--- config.mk ---
export PLATFORM = sky130hd
export DESIGN_NAME = burst_addr_front
export DESIGN_NICKNAME = d
export VERILOG_FILES = /design/src/rtl/burst_addr_front.sv
export SDC_FILE = /design/constraint.sdc
export NUM_CORES = 1
export LEC_CHECK = 0
export BUFFER_PORTS_ARGS = -buffer_cell sky130_fd_sc_hd__clkbuf_2
export CORE_AREA = 2 2 39 41
export DETAILED_ROUTE_END_ITERATION = 8
export DIE_AREA = 0 0 41 43
export GPL_TIMING_DRIVEN = 0
export HOLD_SLACK_MARGIN = 0.1
export PLACE_DENSITY = 0.71
export SYNTH_ARGS = -nofsm -noshare
export SYNTH_HDL_FRONTEND = slang
export SYNTH_SLANG_ARGS = --single-unit
export TNS_END_PERCENT = 1
--- constraint.sdc ---
create_clock -name clk -period 1.2 [get_ports clk]
set_clock_uncertainty 0.15 [all_clocks]
set_input_delay 0.12 -clock clk [delete_from_list [all_inputs] [get_ports clk]]
set_output_delay 0.12 -clock clk [all_outputs]
set_load 0.03 [all_outputs]
--- src/rtl/burst_addr_front.sv ---
module burst_addr_front #(
  parameter int AW = 8
) (
  input  logic          clk,
  input  logic          rst,
  input  logic [AW-1:0] addr_i,
  input  logic          strb_p_n,
  input  logic          strb_c_n,
  input  logic          adv_n,
  input  logic          en1_n,
  input  logic          en2,
  input  logic          en3_n,
  output logic [AW-1:0] word_addr_o,
  output logic          sel_o
);
  localparam int CW = 2;
  localparam int HW = AW - CW;

  logic [HW-1:0] hi_q;
  logic [CW-1:0] cnt_q;
  logic          sel_q;

  wire p_hit = !strb_p_n && !en1_n;
  wire c_hit = !strb_c_n && !p_hit;
  wire load  = p_hit || c_hit;
  wire en_ok = !en1_n && en2 && !en3_n;

  always_ff @(posedge clk) begin
    if (rst) begin
      hi_q  <= '0;
      cnt_q <= '0;
      sel_q <= 1'b0;
    end else if (load) begin
      sel_q <= en_ok;
      if (en_ok) begin
        hi_q  <= addr_i[AW-1:CW];
        cnt_q <= addr_i[CW-1:0];
      end
    end else if (!adv_n) begin
      cnt_q <= cnt_q + 1'b1;
    end
  end

  assign word_addr_o = {hi_q, cnt_q};
  assign sel_o       = sel_q;

  p_reset_r1: assert property (@(posedge clk)
    rst |=> (word_addr_o == '0) && !sel_o);

  p_load_r2: assert property (@(posedge clk) disable iff (rst)
    (!rst && (!strb_p_n || !strb_c_n) && !en1_n && en2 && !en3_n)
    |=> (word_addr_o == $past(addr_i)) && sel_o);

  p_ignore_r3: assert property (@(posedge clk) disable iff (rst)
    (!rst && !strb_p_n && en1_n && strb_c_n && adv_n)
    |=> $stable(word_addr_o) && $stable(sel_o));

  p_desel_r4: assert property (@(posedge clk) disable iff (rst)
    (!rst && ((!strb_p_n && !en1_n) || !strb_c_n) && !(!en1_n && en2 && !en3_n))
    |=> !sel_o && $stable(word_addr_o));

  p_adv_r5: assert property (@(posedge clk) disable iff (rst)
    (!rst && strb_c_n && (strb_p_n || en1_n) && !adv_n)
    |=> (word_addr_o[AW-1:CW] == $past(word_addr_o[AW-1:CW])) &&
        (word_addr_o[CW-1:0] == $past(word_addr_o[CW-1:0]) + 2'd1) &&
        $stable(sel_o));

  p_hold_r7: assert property (@(posedge clk) disable iff (rst)
    (!rst && strb_c_n && (strb_p_n || en1_n) && adv_n)
    |=> $stable(word_addr_o) && $stable(sel_o));
endmodule

## Word-level counts from Yosys, hierarchy flattened

Index checks and enable logic that the tools add are counted.

| operators by class | value |
|---|---|
| $add $sub $neg | 1 |
| equal/unequal tests | 2 |
| multiplexer cells | 3 |
| reductions and logical operators | 12 |

Operators with widths:

| kind | count |
|---|---|
| 2-to-1 mux 2 bit | 3 |
| logical NOT 1 bit | 5 |
| logical AND 1 bit | 4 |
| != test 2 x 1 -> 1 bit, second input constant | 2 |
| AND reduction 2 bit | 2 |
| adder 2 x 1 -> 2 bit, second input constant | 1 |
| logical OR 1 bit | 1 |

| word-level totals | value |
|---|---|
| bits in registers | 9 |
| logic and storage cells | 21 |

## Depth between registers and ports, before layout

Gate-level depths: netlist of run 1.

| logic depth | value |
|---|---|
| depth in word-level cells | 7 |
| depth in mapped cells | 4 |
| depth with buffers taken out | 4 |

## Least setup slack after synthesis of run 1

OpenSTA, ideal clock, no wires.

| timing | value |
|---|---|
| path type | reg2reg |
| start point | reg cnt_q[0] |
| end point | reg cnt_q[1] |
| setup time | 0.071 ns |
| arrival time | 0.925 ns |
| path slack | 0.054 ns |
| cell stages (with the launch flop) | 4 |
| buffers on the path | 0 |
| period minus slack after synthesis | 1.146 ns |
| cells stage by stage | dfxtp_1 nor3b_1 o21ai_1 o2bb2ai_1 |

| on the way | value |
|---|---|
| word-level cells in the longest chain between the ends | 3 |

RTL lines:

| what | line | text |
|---|---|---|
| start, declared | 20 | `logic [CW-1:0] cnt_q;` |
| start signal, assigned | 37 | `cnt_q <= addr_i[CW-1:0];` |
| start signal, assigned | 40 | `cnt_q <= cnt_q + 1'b1;` |
| adder 2 x 1 -> 2 bit | 40 |  |
| 2-to-1 mux 2 bit | 39 | `end else if (!adv_n) begin` |
| 2-to-1 mux 2 bit | 33 | `end else if (load) begin` |

No other way between the ends. The select of a mux whose other input is x is not followed.
A chain may end at the register's enable or synchronous reset.

## Worst setup path after layout of run 1

| timing | value |
|---|---|
| start point | reg cnt_q[0] |
| end point | out word_addr_o[0] |

RTL lines:

| what | line | text |
|---|---|---|
| end, declared | 13 | `output logic [AW-1:0] word_addr_o,` |

No word-level cell between the ends.

==> summary.md, run 1 <==
| Metric | Value |
|---|---|
| Status | `finished clean` |
| Flip-flop and latch count after synthesis | `9` |
| # H-tree levels | `1` |
| Type of the tightest min-delay check | `in2reg` |
| Cell area after synthesis | `around 390 sq um` |
| Synth area leaders | `dfxtp_1, mux2i_1, nor2_1` |
| Count of nets after finishing | `92` |
| Crit-path max cell delay | `0.38 ns` |
| Post-route standard cell area excluding fillers | `639 sq um` |
| Layout fillers | `between 100 and 150` |
| Avg WL per Cell | `a little under 10 um` |
| First-pass iteration count of the detailed router | `2` |
| Routed Wire Length | `905 um` |
| Ratio of total power to cell area | `~1100 nW/um^2` |
| Proportion of layout cells with a drive suffix above 1 | `~40%` |
| Aggregate global routing overflow | `0` |
| Critical path startpoint category | `flop` |
| Source-to-sink clock delay at the later pin of the worst-skew pair | `about 0.26 ns` |
| Largest net degree at the start of global routing | `11` |
| Die boundary width | `between 40 and 50 um` |
| Setup violations, final | `0` |
| Setup Total Neg Slack | `0 ns` |
| Cell row count | `14` |
| Detailed Route Iter0 Violations | `1` |
| Count of cells resized by post-cts repair | `0` |
| Cell count after placement | `~80` |
| CTS tree | `done` |
| Instance area after placement | `approximately 520 sq um` |
| Slew margin rel. | `69.9%` |
| Cell family with the largest share of critical-path delay | `flip-flops` |
| Vias per inst | `4.49` |
| Synth-to-layout area growth | `64.8%` |
| # diodes | `0` |
| Min Clock Period, post-route | `roughly 1.1 ns` |
| Number of flops mapped to enable cells by yosys | `0` |
| Actual transition at the worst max-transition pin | `between 0.4 and 0.5 ns` |
| TritonCTS Buffers | `3` |
| Data arrival, critical path | `between 0.8 and 0.9 ns` |
| Number of buffers on the longest clock path | `2` |
| Dominant cell by count in the synthesized netlist | `dfxtp_1` |
| Critical Path Stages | `1` |
| HPWL after DPL | `653 um` |
| Power, Total | `about 0.69 mW` |
| GRT Overall Usage | `between 10% and 20%` |
| Initial Util | `roughly 28%` |
| Crit path cell chain | `clkbuf_2` |
| Floorplan die height | `43 um` |
| Maximum VDD drop | `between 0.6 and 0.7 mV` |
| Cell count of the worst reg-to-reg path | `3` |
| Via count of the first global-routing pass | `409` |
| Hold-fix buffer count after cts | `9` |
| Endpoint type of the worst setup path | `output port` |
| Maximum clock frequency | `just under 0.9 GHz` |
| Portion of the post-synthesis area used by sequential elements | `a little under half` |
| Synth Net Count | `55` |
| I/O pin total | `25` |
| YS warnings | `0` |
| Count of endpoints failing hold in the final timing report | `0` |
| Share of the clock period used by the worst path | `~95%` |
| Routed via count | `409` |
| Residual antenna-violating net count after detailed routing | `0` |
| Most instantiated cells after synthesis | `dfxtp_1, nor2_1, mux2i_1` |
| Final cell count without fillers | `91` |
| Synthesized area per cell | `between 9 and 10 sq um` |
| Number of antenna violations at the first check in global routing | `0` |
| Setup repair after global routing missed its margin | `false` |
| Cell type contributing the most total cell area after synthesis | `dfxtp_1` |
| Highest fanout seen on the critical path | `5` |
| Data required time at the worst endpoint | `0.93 ns` |
| Fin. max-slew vios | `0` |
| Clock slew seen by the registers of the worst setup and hold paths | `0.07 ns` |
| Die outline area | `around 1800 sq um` |
| Hold Crit Depth | `4` |
| Buffers & Inverters on Critical Path | `1` |
| Final GP Congestion | `0.608` |
| Number of sinks on the clock net | `9` |
| Number of setup buffers added after CTS | `0` |
| Proportion of netlist area held by the largest area contributor | `between 40% and 50%` |
| Post-route DRC violation count | `0` |
| Number of max-cap violations | `0` |
| Most frequently used flop master after synthesis | `dfxtp_1` |
| Crit path max-delay cell type | `dfxtp_1` |
| Number of distinct library cell variants in the gate-level netlist after synthesis | `19` |
| Leakage | `0.323 nW` |
| Synth Instances | `39` |
| Core footprint | `~1400 sq um` |
| Async set-or-reset flop fraction in the synthesized netlist | `0%` |
| Port Buffer Count | `23` |
| Critical path class | `reg2out` |
| Clock Tree Root | `clkbuf_4` |
| Wire length of the first global-routing pass | `1.56 mm` |
[worst paths after layout]
check | startpoint | to | slack, ns
min | adv_n | cnt_q[1]$_SDFFE_PP0P_ | 0.08
max | cnt_q[0]$_SDFFE_PP0P_ | word_addr_o[0] | 0.06
max reg2reg | cnt_q[0]$_SDFFE_PP0P_ | cnt_q[1]$_SDFFE_PP0P_ | 0.18
min reg2reg | sel_o$_SDFFE_PP0P_ | sel_o$_SDFFE_PP0P_ | 0.35
[cells in the final DEF, fill, tap and decap left out, drive strengths merged]
master | Yosys | layout
a21boi | 1 | 1
a21oi | 2 | 2
a311oi | 1 | 1
buf | 1 | 1
clkbuf | 0 | 27
dfxtp | 9 | 9
dlygate4sd3 | 0 | 9
mux2i | 6 | 6
nand2 | 2 | 2
nand2b | 1 | 1
nor2 | 7 | 7
nor2b | 1 | 1
nor3b | 1 | 1
o211ai | 1 | 1
o21a | 1 | 1
o21ai | 3 | 3
o2bb2ai | 2 | 2
[power breakdown]
group / switching [mW] / total (mW) / internal (mW)
Sequential: 0.00800 / 0.319 / 0.311
Clock: 0.108 / 0.236 / 0.128
Combinational: 0.0691 / 0.135 / 0.0660
[flip-flops by register name, summed over array words and instances (netlist names)]
signal  count
cnt_q       2
sel_o       1
hi_q        6
[area by class of cell]
class	count	area [sq um]	area share, %
Timing Repair Buffer	32	205	32.1
Multi-Input combinational cell	29	204	31.9
Sequential cell	9	180	28.2
Clock buffer	4	26.3	4.11
Tap cell	16	20.0	3.13
Buffer	1	3.75	0.587
[metal layers]
metal / up-vias / GRT usage, % / part of all wire, %
met1: 182 / 13.7 / 41
met3: 0 / 4.71 / 7.4
met5: - / 0 / 0
met2: 16 / 21.9 / 52
met4: 0 / 6.00 / 0
li1: 211 / - / -
[cell families (layout without fill, tap and decap cells)]
kind of cell	after synthesis	after routing	share of synthesized area (%)
buffers and inverters	1	37	0.967
DFF	9	9	46.5
and+or+nand+nor	12	12	14.5
AOI/OAI and AO/OA	11	11	22.6
muxes	6	6	15.5
[metrics by stage]
stage               worst slack [ns]  hold WS, ns  util [%]
finish                        0.0594       0.0809      46.2
global route                  0.0216        0.104      46.2
CTS                           0.0493       0.0779      46.2
detailed placement            0.0416        0.214      37.8
global placement              0.0441        0.199      37.8
floorplan                     0.0544        0.114         -
(Power assumes the default switching activity.)
==> run 2: changes to the inputs <==
Settings changed: CELL_PAD_IN_SITES_DETAIL_PLACEMENT set to 0, CELL_PAD_IN_SITES_GLOBAL_PLACEMENT set to 1, CORE_AREA 2 2 39 41 to unset, CORE_MARGIN set to 2, CORE_UTILIZATION set to 27, DIE_AREA 0 0 41 43 to unset, MAX_ROUTING_LAYER set to met4, PLACE_DENSITY 0.71 to 0.85.
==> summary.md, run 2 (same netlist as run 1, synthesis figures left out) <==
| Metric | Value |
|---|---|
| Critical Path Stages | `1` |
| Actual transition at the worst max-transition pin | `0.436 ns` |
| Number of max-cap violations | `0` |
| Clock slew seen by the registers of the worst setup and hold paths | `~0.06 ns` |
| End-of-flow core utilization | `roughly 48%` |
| Largest net degree at the start of global routing | `11` |
| Post-route standard cell area excluding fillers | `about 640 sq um` |
| Avg WL per Cell | `between 10 and 15 um` |
| Core footprint | `~1300 sq um` |
| GRT Overall Usage | `between 10% and 20%` |
| Instance area after placement | `approximately 520 sq um` |
| Buffers & Inverters on Critical Path | `1` |
| Aggregate global routing overflow | `0` |
| Setup Total Neg Slack | `0 ns` |
| Count of cells resized by post-cts repair | `0` |
| Crit path max-delay cell type | `dfxtp_1` |
| Setup repair after global routing missed its margin | `false` |
| Leakage | `between 0.3 and 0.4 nW` |
| Endpoint type of the worst setup path | `output port` |
| Number of buffers on the longest clock path | `2` |
| Maximum VDD drop | `around 0.57 mV` |
| # H-tree levels | `1` |
| Maximum clock frequency | `0.871 GHz` |
| # diodes | `0` |
| Status | `finished clean` |
| Number of setup buffers added after CTS | `0` |
| Synth-to-layout area growth | `64.5%` |
| Number of sinks on the clock net | `9` |
| Source-to-sink clock delay at the later pin of the worst-skew pair | `~0.26 ns` |
| Commonest non-fill, non-tap cells in the layout | `clkbuf_2, dfxtp_1, dlygate4sd3_1, nor2_1, mux2i_1` |
| Layout fillers | `between 100 and 150` |
| Data arrival, critical path | `just under 0.9 ns` |
| CTS tree | `done` |
| Count of nets after finishing | `92` |
| TritonCTS Buffers | `3` |
| Residual antenna-violating net count after detailed routing | `0` |
| Most common cell after layout, fill and taps aside | `clkbuf_2` |
| Routed via count | `412` |
| Slew margin rel. | `70.9%` |
| Number of antenna violations at the first check in global routing | `0` |
| Top reg by flops | `hi_q` |
| Cell count of the worst reg-to-reg path | `3` |
| Critical path startpoint category | `flop` |
| Highest fanout seen on the critical path | `5` |
| Die boundary width | `around 42 um` |
| Hold-fix buffer count after cts | `9` |
| I/O pin total | `25` |
| Floorplan die height | `between 40 and 50 um` |
| Crit-path max cell delay | `about 0.39 ns` |
| Final GP Congestion | `a little over 0.6` |
| Critical path class | `reg2out` |
| Vias per inst | `roughly 4.6` |
| Share of the clock period used by the worst path | `a little over nine tenths` |
| Min Clock Period, post-route | `1.15 ns` |
| Data required time at the worst endpoint | `~0.93 ns` |
| Max reg flops | `6` |
| Cell family with the largest share of critical-path delay | `flip-flops` |
| Count of endpoints failing hold in the final timing report | `0` |
| Type of the tightest min-delay check | `in2reg` |
| Hold Crit Depth | `4` |
| Post-route DRC violation count | `0` |
| Cell row count | `13` |
| Port Buffer Count | `23` |
| Clock Tree Root | `clkbuf_4` |
| Ratio of total power to cell area | `1070 nW/um^2` |
| Die outline area | `around 1800 sq um` |
| Wire length of the first global-routing pass | `approximately 1.5 mm` |
| Setup violations, final | `0` |
| Proportion of layout cells with a drive suffix above 1 | `40.0%` |
| Via count of the first global-routing pass | `379` |
| Crit path cell chain | `clkbuf_2` |
| Routed Wire Length | `just under 1 mm` |
| First-pass iteration count of the detailed router | `2` |
| Initial Util | `between 20 and 30%` |
| Fin. max-slew vios | `0` |
| Detailed Route Iter0 Violations | `1` |
## run 2: cell counts in the layout (fill, tap and decap cells not counted)
No cell type changed its count.
## run 2: final timing paths
kind / from / end / slack, ns
worst max register to register: cnt_q[0]$_SDFFE_PP0P_ / cnt_q[1]$_SDFFE_PP0P_ / 0.18
worst min-delay path: adv_n / cnt_q[1]$_SDFFE_PP0P_ / 0.08
worst min register to register: sel_o$_SDFFE_PP0P_ / sel_o$_SDFFE_PP0P_ / 0.35
worst max-delay path: cnt_q[0]$_SDFFE_PP0P_ / word_addr_o[0] / 0.05
## run 2: cell type report
class	instances	area, sq um	area share, %
Timing Repair Buffer	32	205	32.2
Clock buffer	4	26.3	4.12
Tap cell	15	18.8	2.94
Buffer	1	3.75	0.588
Sequential cell	9	180	28.2
Multi-Input combinational cell	29	204	32.0
## run 2: metal layers
| layer | routed length, um | global-route usage, % |
|---|---|---|
| met2 | 527 | 21.6 |
| met1 | 379 | 10.1 |
| met4 | 0 | 5.81 |
| met3 | 65 | 3.04 |
| met5 | 0 | - |
## run 2: through the flow
stage	hold WS [ns]	power, mW	std cells	setup WS, ns
6_report	0.0821	0.685	90	0.0526
3_3_place_gp	0.201	0.436	77	0.0522
5_1_grt	0.121	0.722	90	0.0132
2_1_floorplan	0.114	0.392	39	0.0544
3_5_place_dp	0.210	0.439	77	0.0349
4_1_cts	0.0805	0.691	90	0.0387
## run 2: report_power, final
group	switching, mW	total, mW	leakage (nW)	internal (mW)
sequential	0.00840	0.319	0.0732	0.311
combinational	0.0698	0.136	0.235	0.0661
clock	0.102	0.229	0.0150	0.128
total	0.180	0.685	0.323	0.505
